==> src/rtl/i2c_tgt_pkg.sv <==
package i2c_tgt_pkg;

  typedef enum logic [2:0] {
    PH_IDLE,
    PH_ADDR1,
    PH_ADDR2,
    PH_RX,
    PH_TX,
    PH_SKIP
  } phase_t;

  localparam logic [4:0] TEN_BIT_TAG = 5'b11110;

endpackage

==> src/rtl/i2c_tgt_sync.sv <==
module i2c_tgt_sync #(
  parameter int STAGES = 2
) (
  input  logic clk,
  input  logic rst_n,
  input  logic scl_i,
  input  logic sda_i,
  output logic scl_hi,
  output logic sda_hi,
  output logic scl_rise,
  output logic scl_fall,
  output logic start_cond,
  output logic stop_cond
);
  // STAGES synchroniser flops plus one history flop per line
  logic [STAGES:0] scl_q;
  logic [STAGES:0] sda_q;

  always_ff @(posedge clk or negedge rst_n) begin
    if (!rst_n) begin
      scl_q <= '1;
      sda_q <= '1;
    end else begin
      scl_q <= {scl_q[STAGES-1:0], scl_i};
      sda_q <= {sda_q[STAGES-1:0], sda_i};
    end
  end

  assign scl_hi     = scl_q[STAGES-1];
  assign sda_hi     = sda_q[STAGES-1];
  assign scl_rise   =  scl_q[STAGES-1] & ~scl_q[STAGES];
  assign scl_fall   = ~scl_q[STAGES-1] &  scl_q[STAGES];
  assign start_cond =  scl_q[STAGES-1] &  scl_q[STAGES] & sda_q[STAGES] & ~sda_q[STAGES-1];
  assign stop_cond  =  scl_q[STAGES-1] &  scl_q[STAGES] & ~sda_q[STAGES] & sda_q[STAGES-1];

endmodule

==> src/rtl/i2c_tgt_bitctr.sv <==
module i2c_tgt_bitctr #(
  parameter int DATA_W = 8,
  localparam int CNT_W = $clog2(DATA_W + 2)
) (
  input  logic              clk,
  input  logic              rst_n,
  input  logic              scl_rise,
  input  logic              scl_fall,
  input  logic              sda_hi,
  input  logic              restart,
  output logic [CNT_W-1:0]  bit_cnt,
  output logic [DATA_W-1:0] shift_byte,
  output logic              byte_done,
  output logic              ack_rise,
  output logic              ack_end,
  output logic              mid_byte
);
  localparam logic [CNT_W-1:0] LAST_DATA = CNT_W'(DATA_W);
  localparam logic [CNT_W-1:0] ACK_IDX   = CNT_W'(DATA_W + 1);
  localparam logic [CNT_W-1:0] MID_MIN   = CNT_W'(2);

  always_ff @(posedge clk or negedge rst_n) begin
    if (!rst_n) begin
      bit_cnt    <= '0;
      shift_byte <= '0;
    end else if (restart) begin
      bit_cnt <= '0;
    end else if (scl_rise) begin
      if (bit_cnt < LAST_DATA) shift_byte <= {shift_byte[DATA_W-2:0], sda_hi};
      if (bit_cnt != ACK_IDX) bit_cnt <= bit_cnt + 1'b1;
    end else if (scl_fall && bit_cnt == ACK_IDX) begin
      bit_cnt <= '0;
    end
  end

  assign byte_done = scl_fall & (bit_cnt == LAST_DATA);
  assign ack_rise  = scl_rise & (bit_cnt == LAST_DATA);
  assign ack_end   = scl_fall & (bit_cnt == ACK_IDX);
  assign mid_byte  = (bit_cnt >= MID_MIN);

endmodule

==> src/rtl/i2c_tgt_match.sv <==
module i2c_tgt_match
  import i2c_tgt_pkg::*;
#(
  parameter int DATA_W = 8,
  parameter int ADDR_W = 10,
  localparam int HI_W = ADDR_W - DATA_W
) (
  input  logic [DATA_W-1:0] byte_in,
  input  logic [ADDR_W-1:0] own_addr,
  input  logic              ten_bit,
  input  logic              gc_en,
  output logic              m7_hit,
  output logic              hi_hit,
  output logic              lo_hit,
  output logic              gc_hit,
  output logic              rw_bit
);
  assign rw_bit = byte_in[0];
  assign m7_hit = ~ten_bit & (byte_in[DATA_W-1:1] == own_addr[DATA_W-2:0]);
  assign hi_hit =  ten_bit & (byte_in[DATA_W-1:HI_W+1] == TEN_BIT_TAG)
                           & (byte_in[HI_W:1] == own_addr[ADDR_W-1:DATA_W]);
  assign lo_hit = (byte_in == own_addr[DATA_W-1:0]);
  assign gc_hit = gc_en & (byte_in == '0);

endmodule

==> src/rtl/i2c_tgt_top.sv <==
module i2c_tgt_top
  import i2c_tgt_pkg::*;
#(
  parameter int DATA_W      = 8,
  parameter int ADDR_W      = 10,
  parameter int SYNC_STAGES = 2,
  localparam int CNT_W = $clog2(DATA_W + 2)
) (
  input  logic              clk,
  input  logic              rst_n,
  input  logic              scl_i,
  input  logic              sda_i,
  output logic              sda_oe,
  input  logic [ADDR_W-1:0] cfg_own_addr,
  input  logic              cfg_ten_bit,
  input  logic              cfg_gc_en,
  input  logic [DATA_W-1:0] tx_data,
  input  logic              tx_valid,
  output logic              tx_ready,
  output logic [DATA_W-1:0] rx_data,
  output logic              rx_valid,
  input  logic              rx_ready,
  output logic              st_busy,
  output logic              st_tra,
  output logic              st_eob,
  output logic              st_stop,
  output logic              st_misplaced,
  output logic              st_gc
);
  logic scl_hi, sda_hi, scl_rise, scl_fall, start_cond, stop_cond;
  logic [CNT_W-1:0]  bit_cnt;
  logic [DATA_W-1:0] shift_byte;
  logic byte_done, ack_rise, ack_end, mid_byte;
  logic m7_hit, hi_hit, lo_hit, gc_hit, rw_bit;
  phase_t            phase;
  logic              ten_armed;
  logic [DATA_W-1:0] tx_sr;
  logic [DATA_W-1:0] tx_word;

  i2c_tgt_sync #(.STAGES(SYNC_STAGES)) sync_i (
    .clk(clk), .rst_n(rst_n), .scl_i(scl_i), .sda_i(sda_i),
    .scl_hi(scl_hi), .sda_hi(sda_hi), .scl_rise(scl_rise), .scl_fall(scl_fall),
    .start_cond(start_cond), .stop_cond(stop_cond)
  );

  i2c_tgt_bitctr #(.DATA_W(DATA_W)) bits_i (
    .clk(clk), .rst_n(rst_n), .scl_rise(scl_rise), .scl_fall(scl_fall),
    .sda_hi(sda_hi), .restart(start_cond | stop_cond),
    .bit_cnt(bit_cnt), .shift_byte(shift_byte), .byte_done(byte_done),
    .ack_rise(ack_rise), .ack_end(ack_end), .mid_byte(mid_byte)
  );

  i2c_tgt_match #(.DATA_W(DATA_W), .ADDR_W(ADDR_W)) match_i (
    .byte_in(shift_byte), .own_addr(cfg_own_addr), .ten_bit(cfg_ten_bit),
    .gc_en(cfg_gc_en), .m7_hit(m7_hit), .hi_hit(hi_hit), .lo_hit(lo_hit),
    .gc_hit(gc_hit), .rw_bit(rw_bit)
  );

  assign tx_word  = tx_valid ? tx_data : '1;
  assign tx_ready = ack_end & (phase == PH_TX);
  assign st_tra   = (phase == PH_TX);

  always_ff @(posedge clk or negedge rst_n) begin
    if (!rst_n) begin
      phase        <= PH_IDLE;
      ten_armed    <= 1'b0;
      sda_oe       <= 1'b0;
      tx_sr        <= '1;
      rx_data      <= '0;
      rx_valid     <= 1'b0;
      st_busy      <= 1'b0;
      st_eob       <= 1'b0;
      st_stop      <= 1'b0;
      st_misplaced <= 1'b0;
      st_gc        <= 1'b0;
    end else begin
      st_eob       <= 1'b0;
      st_stop      <= 1'b0;
      st_misplaced <= 1'b0;
      if (rx_valid && rx_ready) rx_valid <= 1'b0;

      if (start_cond) begin
        st_busy <= 1'b1;
        phase   <= PH_ADDR1;
        sda_oe  <= 1'b0;
        st_gc   <= 1'b0;
        if (st_busy && mid_byte) st_misplaced <= 1'b1;
      end else if (stop_cond) begin
        st_busy   <= 1'b0;
        phase     <= PH_IDLE;
        sda_oe    <= 1'b0;
        st_gc     <= 1'b0;
        ten_armed <= 1'b0;
        st_stop   <= 1'b1;
        if (st_busy && mid_byte) st_misplaced <= 1'b1;
      end else if (byte_done) begin
        sda_oe <= 1'b0;
        if (phase inside {PH_ADDR1, PH_ADDR2, PH_RX, PH_TX}) st_eob <= 1'b1;
        case (phase)
          PH_ADDR1: begin
            if (gc_hit) begin
              sda_oe <= 1'b1; phase <= PH_RX; st_gc <= 1'b1; ten_armed <= 1'b0;
            end else if (m7_hit) begin
              sda_oe <= 1'b1; phase <= rw_bit ? PH_TX : PH_RX; ten_armed <= 1'b0;
            end else if (hi_hit && !rw_bit) begin
              sda_oe <= 1'b1; phase <= PH_ADDR2;
            end else if (hi_hit && ten_armed) begin
              sda_oe <= 1'b1; phase <= PH_TX;
            end else begin
              phase <= PH_SKIP; ten_armed <= 1'b0;
            end
          end
          PH_ADDR2: begin
            if (lo_hit) begin
              sda_oe <= 1'b1; phase <= PH_RX; ten_armed <= 1'b1;
            end else begin
              phase <= PH_SKIP; ten_armed <= 1'b0;
            end
          end
          PH_RX: begin
            if (!rx_valid || rx_ready) begin
              rx_data  <= shift_byte;
              rx_valid <= 1'b1;
              sda_oe   <= 1'b1;
            end
          end
          default: ;
        endcase
      end else if (ack_rise) begin
        if (phase == PH_TX && sda_hi) phase <= PH_SKIP;
      end else if (ack_end) begin
        sda_oe <= 1'b0;
        if (phase == PH_TX) begin
          sda_oe <= ~tx_word[DATA_W-1];
          tx_sr  <= {tx_word[DATA_W-2:0], 1'b1};
        end
      end else if (scl_fall && phase == PH_TX && bit_cnt != '0) begin
        sda_oe <= ~tx_sr[DATA_W-1];
        tx_sr  <= {tx_sr[DATA_W-2:0], 1'b1};
      end
    end
  end

endmodule

==> config.mk <==
export PLATFORM = sky130hd
export DESIGN_NAME = i2c_tgt_top
export DESIGN_NICKNAME = d
export VERILOG_FILES = /design/src/rtl/i2c_tgt_pkg.sv /design/src/rtl/i2c_tgt_sync.sv /design/src/rtl/i2c_tgt_bitctr.sv /design/src/rtl/i2c_tgt_match.sv /design/src/rtl/i2c_tgt_top.sv
export SDC_FILE = /design/constraint.sdc
export NUM_CORES = 1
export LEC_CHECK = 0
export BUFFER_PORTS_ARGS = -buffer_cell sky130_fd_sc_hd__buf_2
export CORE_MARGIN = 5
export CORE_UTILIZATION = 28
export DETAILED_ROUTE_END_ITERATION = 6
export GPL_ROUTABILITY_DRIVEN = 1
export GPL_TIMING_DRIVEN = 0
export SYNTH_ARGS = -nofsm -noshare
export SYNTH_HDL_FRONTEND = slang
export SYNTH_SLANG_ARGS = --single-unit
==> constraint.sdc <==
create_clock -name clk -period 2.4 [get_ports clk]
set_clock_uncertainty 0.2 [all_clocks]
set_input_delay 0.72 -clock clk [delete_from_list [all_inputs] [get_ports clk]]
set_output_delay 0.72 -clock clk [all_outputs]
set_load 0.02 [all_outputs]
# --- Word level (Yosys, flattened, before mapping) ---
# Index checks and enable logic that the tools add are counted.
classes:
  add_sub_neg: 1
  n_lt_le_gt_ge: 2
  n_eq_ne: 17
  n_mux: 63
  bitwise: 28
  reduce_logical: 33
ops:
  columns: ["operator", "n"]
  rows:
  - ["1-bit two-way mux", 42]
  - ["8-bit two-way mux", 4]
  - ["3-bit two-way mux", 10]
  - ["4-bit two-way mux", 4]
  - ["4-bit nonzero test", 4]
  - ["1-bit bitwise AND", 15]
  - ["5-bit inequality test, second input constant", 3]
  - ["3-bit nonzero test", 5]
  - ["1-bit NOT", 12]
  - ["5-bit AND reduction", 2]
  - ["3-bit AND reduction", 3]
  - ["4-bit == test, second input constant", 2]
  - ["8-bit == test", 1]
  - ["1-bit logical AND", 8]
  - ["8-bit zero test", 1]
  - ["7-bit == test", 1]
  - ["3-bit by 2-bit == test with 1-bit output, second input constant", 2]
  - ["3-bit one-hot mux with 2 select lines", 1]
  - ["6-bit AND reduction", 1]
  - ["2-bit nonzero test", 3]
  - ["5-bit == test, second input constant", 1]
  - ["5-bit nonzero test", 1]
  - ["4-bit by 1-bit adder with 4-bit output, second input constant", 1]
  - ["4-bit by 2-bit >= comparator with 1-bit output, second input constant", 1]
  - ["14 further kinds", 16]
word_totals:
  ff_bits: 45
  elab_cells: 159

# --- Longest topological paths before layout ---
depth:
  ltp_word: 12
  ltp_mapped: 8

# --- Cells and area by module ---
# From an unflattened synthesis, not the netlist that was laid out.
hier_totals:
  cells_unflattened: 218
  hier_area_um2: 2368.5
by_module_without_submodules:
  columns: ["module", "instances", "cells_each", "area_per_inst_um2", "seq_area_each_um2"]
  rows:
  - ["i2c_tgt_top", 1, 128, 1335.0, 659.4]
  - ["i2c_tgt_bitctr", 1, 50, 603.1, 300.3]
  - ["i2c_tgt_match", 1, 30, 240.2, 0.0]
  - ["i2c_tgt_sync", 1, 10, 190.2, 157.7]

# --- Worst setup path after synthesis ---
# Ideal clock, no wire load.
synth_timing:
  path_type: "reg-to-output"
  from: "register sync_i.scl_q[2]"
  to: "output port tx_ready"
  arrival_ps: 1358
  required_time_ps: 1480
  path_slack_ps: 122
  stages_incl_launch_ff: 3
  n_path_buf: 0
  cell_sequence: "dfstp_2 or2b_2 nor3_1"
synth_between:
  elab_chain_cells: 3
synth_rtl:
  columns: ["item", "line_no", "text"]
  rows:
  - ["from (decl)", "i2c_tgt_sync.sv:16", "logic [STAGES:0] scl_q;"]
  - ["from (signal assigned)", "i2c_tgt_sync.sv:24", "scl_q <= {scl_q[STAGES-1:0], scl_i};"]
  - ["1-bit bitwise AND", "i2c_tgt_sync.sv:32", "assign scl_fall = ~scl_q[STAGES-1] & scl_q[STAGES];"]
  - ["1-bit bitwise AND", "i2c_tgt_bitctr.sv:38", "assign ack_end = scl_fall & (bit_cnt == ACK_IDX);"]
  - ["1-bit bitwise AND", "i2c_tgt_top.sv:60", "assign tx_ready = ack_end & (phase == PH_TX);"]
  - ["to (decl)", "i2c_tgt_top.sv:19", "output logic tx_ready,"]
# Every way passes these cells.

# --- Worst setup path after layout ---
# Ends and elaborated chain as after synthesis.

==> results.md <==
- Worst Path Max Fanout: 4
- Cell Area, Synth: 2350 µm²
- Root buf cell: clkbuf_8
- Fin util: 34.8%
- Pre-antenna DRT Iters: 4
- Total GRT Usage: 10.8%
- Vias in the first global route: 1857
- I/O pin cnt: 43
- Slew margin rel.: 35.8%
- Cells after synthesis: 229
- Crit share post-route: 98.1%
- Cts hold-fix bufs: 0
- CP Capture Type: output port
- Area delta synth->final: 21.7%
- Hold slack: 0.152 ns
- CP cell instances: or2b_4, nor3_2, buf_4
- Final wirelength: 5.15 mm
- Worst path buffer plus inverter count: 1
- Highest Clock Rate: 0.425 GHz
- Setup-failing EPs final: 0
- Type of the most critical hold path: reg2reg
- R2R depth: 7
- Max Cap Viol: 0
- Ant diodes: 0
- IO Port Bufs: 41
- Final Power: 2130 µW
- Die Span Y: 102 µm
- Fin cells: 386
- Clock buffer depth: 2
- Worst skew pair latency: 0.30 ns
- Initial antenna violation count: 0
- Worst path depth: 3
- CTS clk-pin slew, worst paths: 0.09 ns
- CTS tree: built
- Via count: 1812
- Run status: finished clean
- Starting DRC count in detailed routing: 77
- Num CTS Buffers: 5
- P_leak: 0.00130 µW
- Placer congestion estimate: 0.849
- CP Data Required Time: 1.48 ns
- DP HPWL: 3.82 mm
- WL/cell: 13.3 µm
- Nets: 310
- Critical Path AT: 1.43 ns
- Initial core utilization: 28.6%
- Final Hold Fails: 0
- Peak per-stage delay on the critical path: 0.54 ns
- CP top delay family: flip-flops
- Post-synthesis sequential area ratio: 47.5%
- DRC Markers: 0
- Max Slew Vio Count: 0
- Hold path cells: 0
- Via density: 4.69
- Synth unique cells: 52
- Global-route wire length before repair: 8.96 mm
- Core area: 8220 µm²
- # H-tree levels: 2
- CP max stage cell: dfstp_2
- Yosys reg bits: 44
- Cell count after placement: 375
- Layout cells sized above 1: 35.9%
- CP startpoint kind: flop
- Mapped Nets: 259
- Crit path kind: reg2out
- Largest net degree at the start of global routing: 45
- Global route total overflow: 0
- Synth warn: 0
- Num rows: 33
- Period minus WS final: 2.35 ns
- ANT nets after route: 0
- Peak VDD IR: 0.000275 V
- Pwr dens: 744 nW/µm²
- Die ar.: 10300 µm²
- CTS sink cnt: 44
- Synthesized area per cell: 10.3 µm²
- Least-Margin Pin Slew: 0.963 ns
- Die W: 102 µm
final timing paths:
| path | startpoint | endpoint | slack, ns |
|---|---|---|---|
| min reg2reg | sync_i.scl_q[0] | sync_i.scl_q[1] | 0.15 |
| max reg2reg | bits_i.shift_byte[5] | sda_oe | 0.22 |
| min in group asynchronous | rst_n | sda_oe | 0.37 |
| max in group asynchronous | rst_n | bits_i.bit_cnt[0] | 0.98 |
| max | sync_i.scl_q[2] | tx_ready | 0.05 |
| min | sync_i.scl_q[0] | sync_i.scl_q[1] | 0.15 |
report_power, final:
part           internal (µW)  leakage (µW)  switching (µW)
Combinational            239      0.000687             283
Sequential               903      0.000548             103
Clock                    341     0.0000614             262
per-stage QoR:
step	TNS [ns]	setup slack [ns]	cell area, µm²
after floorplan	0	0.122	2350
after global placement	0	0.107	2690
after detailed placement	0	0.0693	2690
after CTS	0	0.0358	2840
after global routing	-0.0121	-0.0121	2860
final	0	0.0464	2860
cell type report:
class                   instances  area, µm²
repair buffers                 44        230
clock buffers                   6       82.6
flip-flops and latches         44       1120
well taps                     105        131
multi-input cells             159       1150
clock inverters                 2       38.8
fillers                       859       5360
inverters                      15       56.3
plain buffers                  11       47.5
layout by cell type (no fill, tap or decap), types with 8 or more instances in the layout:
cell type,Yosys,final
nand2_1,14,13
clkbuf_1,8,8
xnor2_1,8,8
inv_1,14,14
dfstp_2,13,13
nor2_1,13,11
o21ai_0,18,18
mux2_2,15,15
xor2_1,12,12
buf_2,2,42
dfrtp_1,31,29
synth_stat cells, drive strengths merged:
library cell | number | area share, %
nor2 | 14 | 2.3
nor4b | 1 | 1.0
nand3b | 7 | 2.2
o211a | 1 | 0.43
nand4b | 2 | 0.75
o41ai | 1 | 0.37
o21ai | 20 | 4.3
dfrtp | 31 | 33
nand2b | 2 | 0.53
a211oi | 2 | 0.85
o211ai | 7 | 2.2
a211o | 2 | 0.80
mux2i | 2 | 0.85
nand3 | 6 | 1.5
nor2b | 3 | 0.80
mux2 | 15 | 7.2
o21a | 1 | 0.32
nand4 | 4 | 1.1
or2b | 1 | 0.37
a41oi | 1 | 0.37
and2 | 3 | 0.85
a31oi | 1 | 0.27
and2b | 2 | 0.69
dfstp | 13 | 15
a21boi | 1 | 0.32
nand2 | 14 | 2.2
inv | 15 | 2.4
xnor2 | 8 | 3.0
o21bai | 1 | 0.32
a21o | 1 | 0.32
o2111ai | 1 | 0.37
a21oi | 4 | 0.85
ha | 4 | 2.1
nor3 | 7 | 1.7
clkbuf | 8 | 1.3
nor4 | 4 | 1.1
or3 | 1 | 0.27
buf | 3 | 0.75
a311oi | 1 | 0.37
xor2 | 12 | 4.5
and3 | 1 | 0.32
or2 | 1 | 0.27
cell families after synthesis:
family,synth area share [%]
XOR/XNOR,7.45
multiplexers,8.04
AND/OR/NAND/NOR,18.0
flip-flops,47.5
buffers and inverters,4.42
adder cells (fa/ha/maj),2.13
AO/OA/AOI/OAI,12.5
state kept, by name, summed over array words and instances (netlist names), 3 cells and up:
name	flops
sync_i.scl_q	3
tx_sr	7
bits_i.shift_byte	8
sync_i.sda_q	3
rx_data	8
bits_i.bit_cnt	4
phase	3
what timing repair did:
item                       4_1_cts  5_1_grt
pin swaps                        0        0
gates cloned                     0        0
setup endpoints to repair        1        8
resized for setup                6        4
setup buffers                    2        1
routing by layer:
layer | vias up | track usage [%] | wire length [µm]
met5 | - | 0 | 0
met4 | 0 | 3.07 | 68
met3 | 6 | 2.75 | 259
met2 | 37 | 17.0 | 2350
met1 | 871 | 14.9 | 2470
li1 | 898 | - | -
worst register-to-register path, delay by kind of cell (launching register included):
kind | cells | cell delay (ns)
compound gates | 4 | 0.68
simple gates | 2 | 0.57
buf+inv | 1 | 0.30
flops | 1 | 0.33
Note: power is estimated with default switching activity, not from simulation.
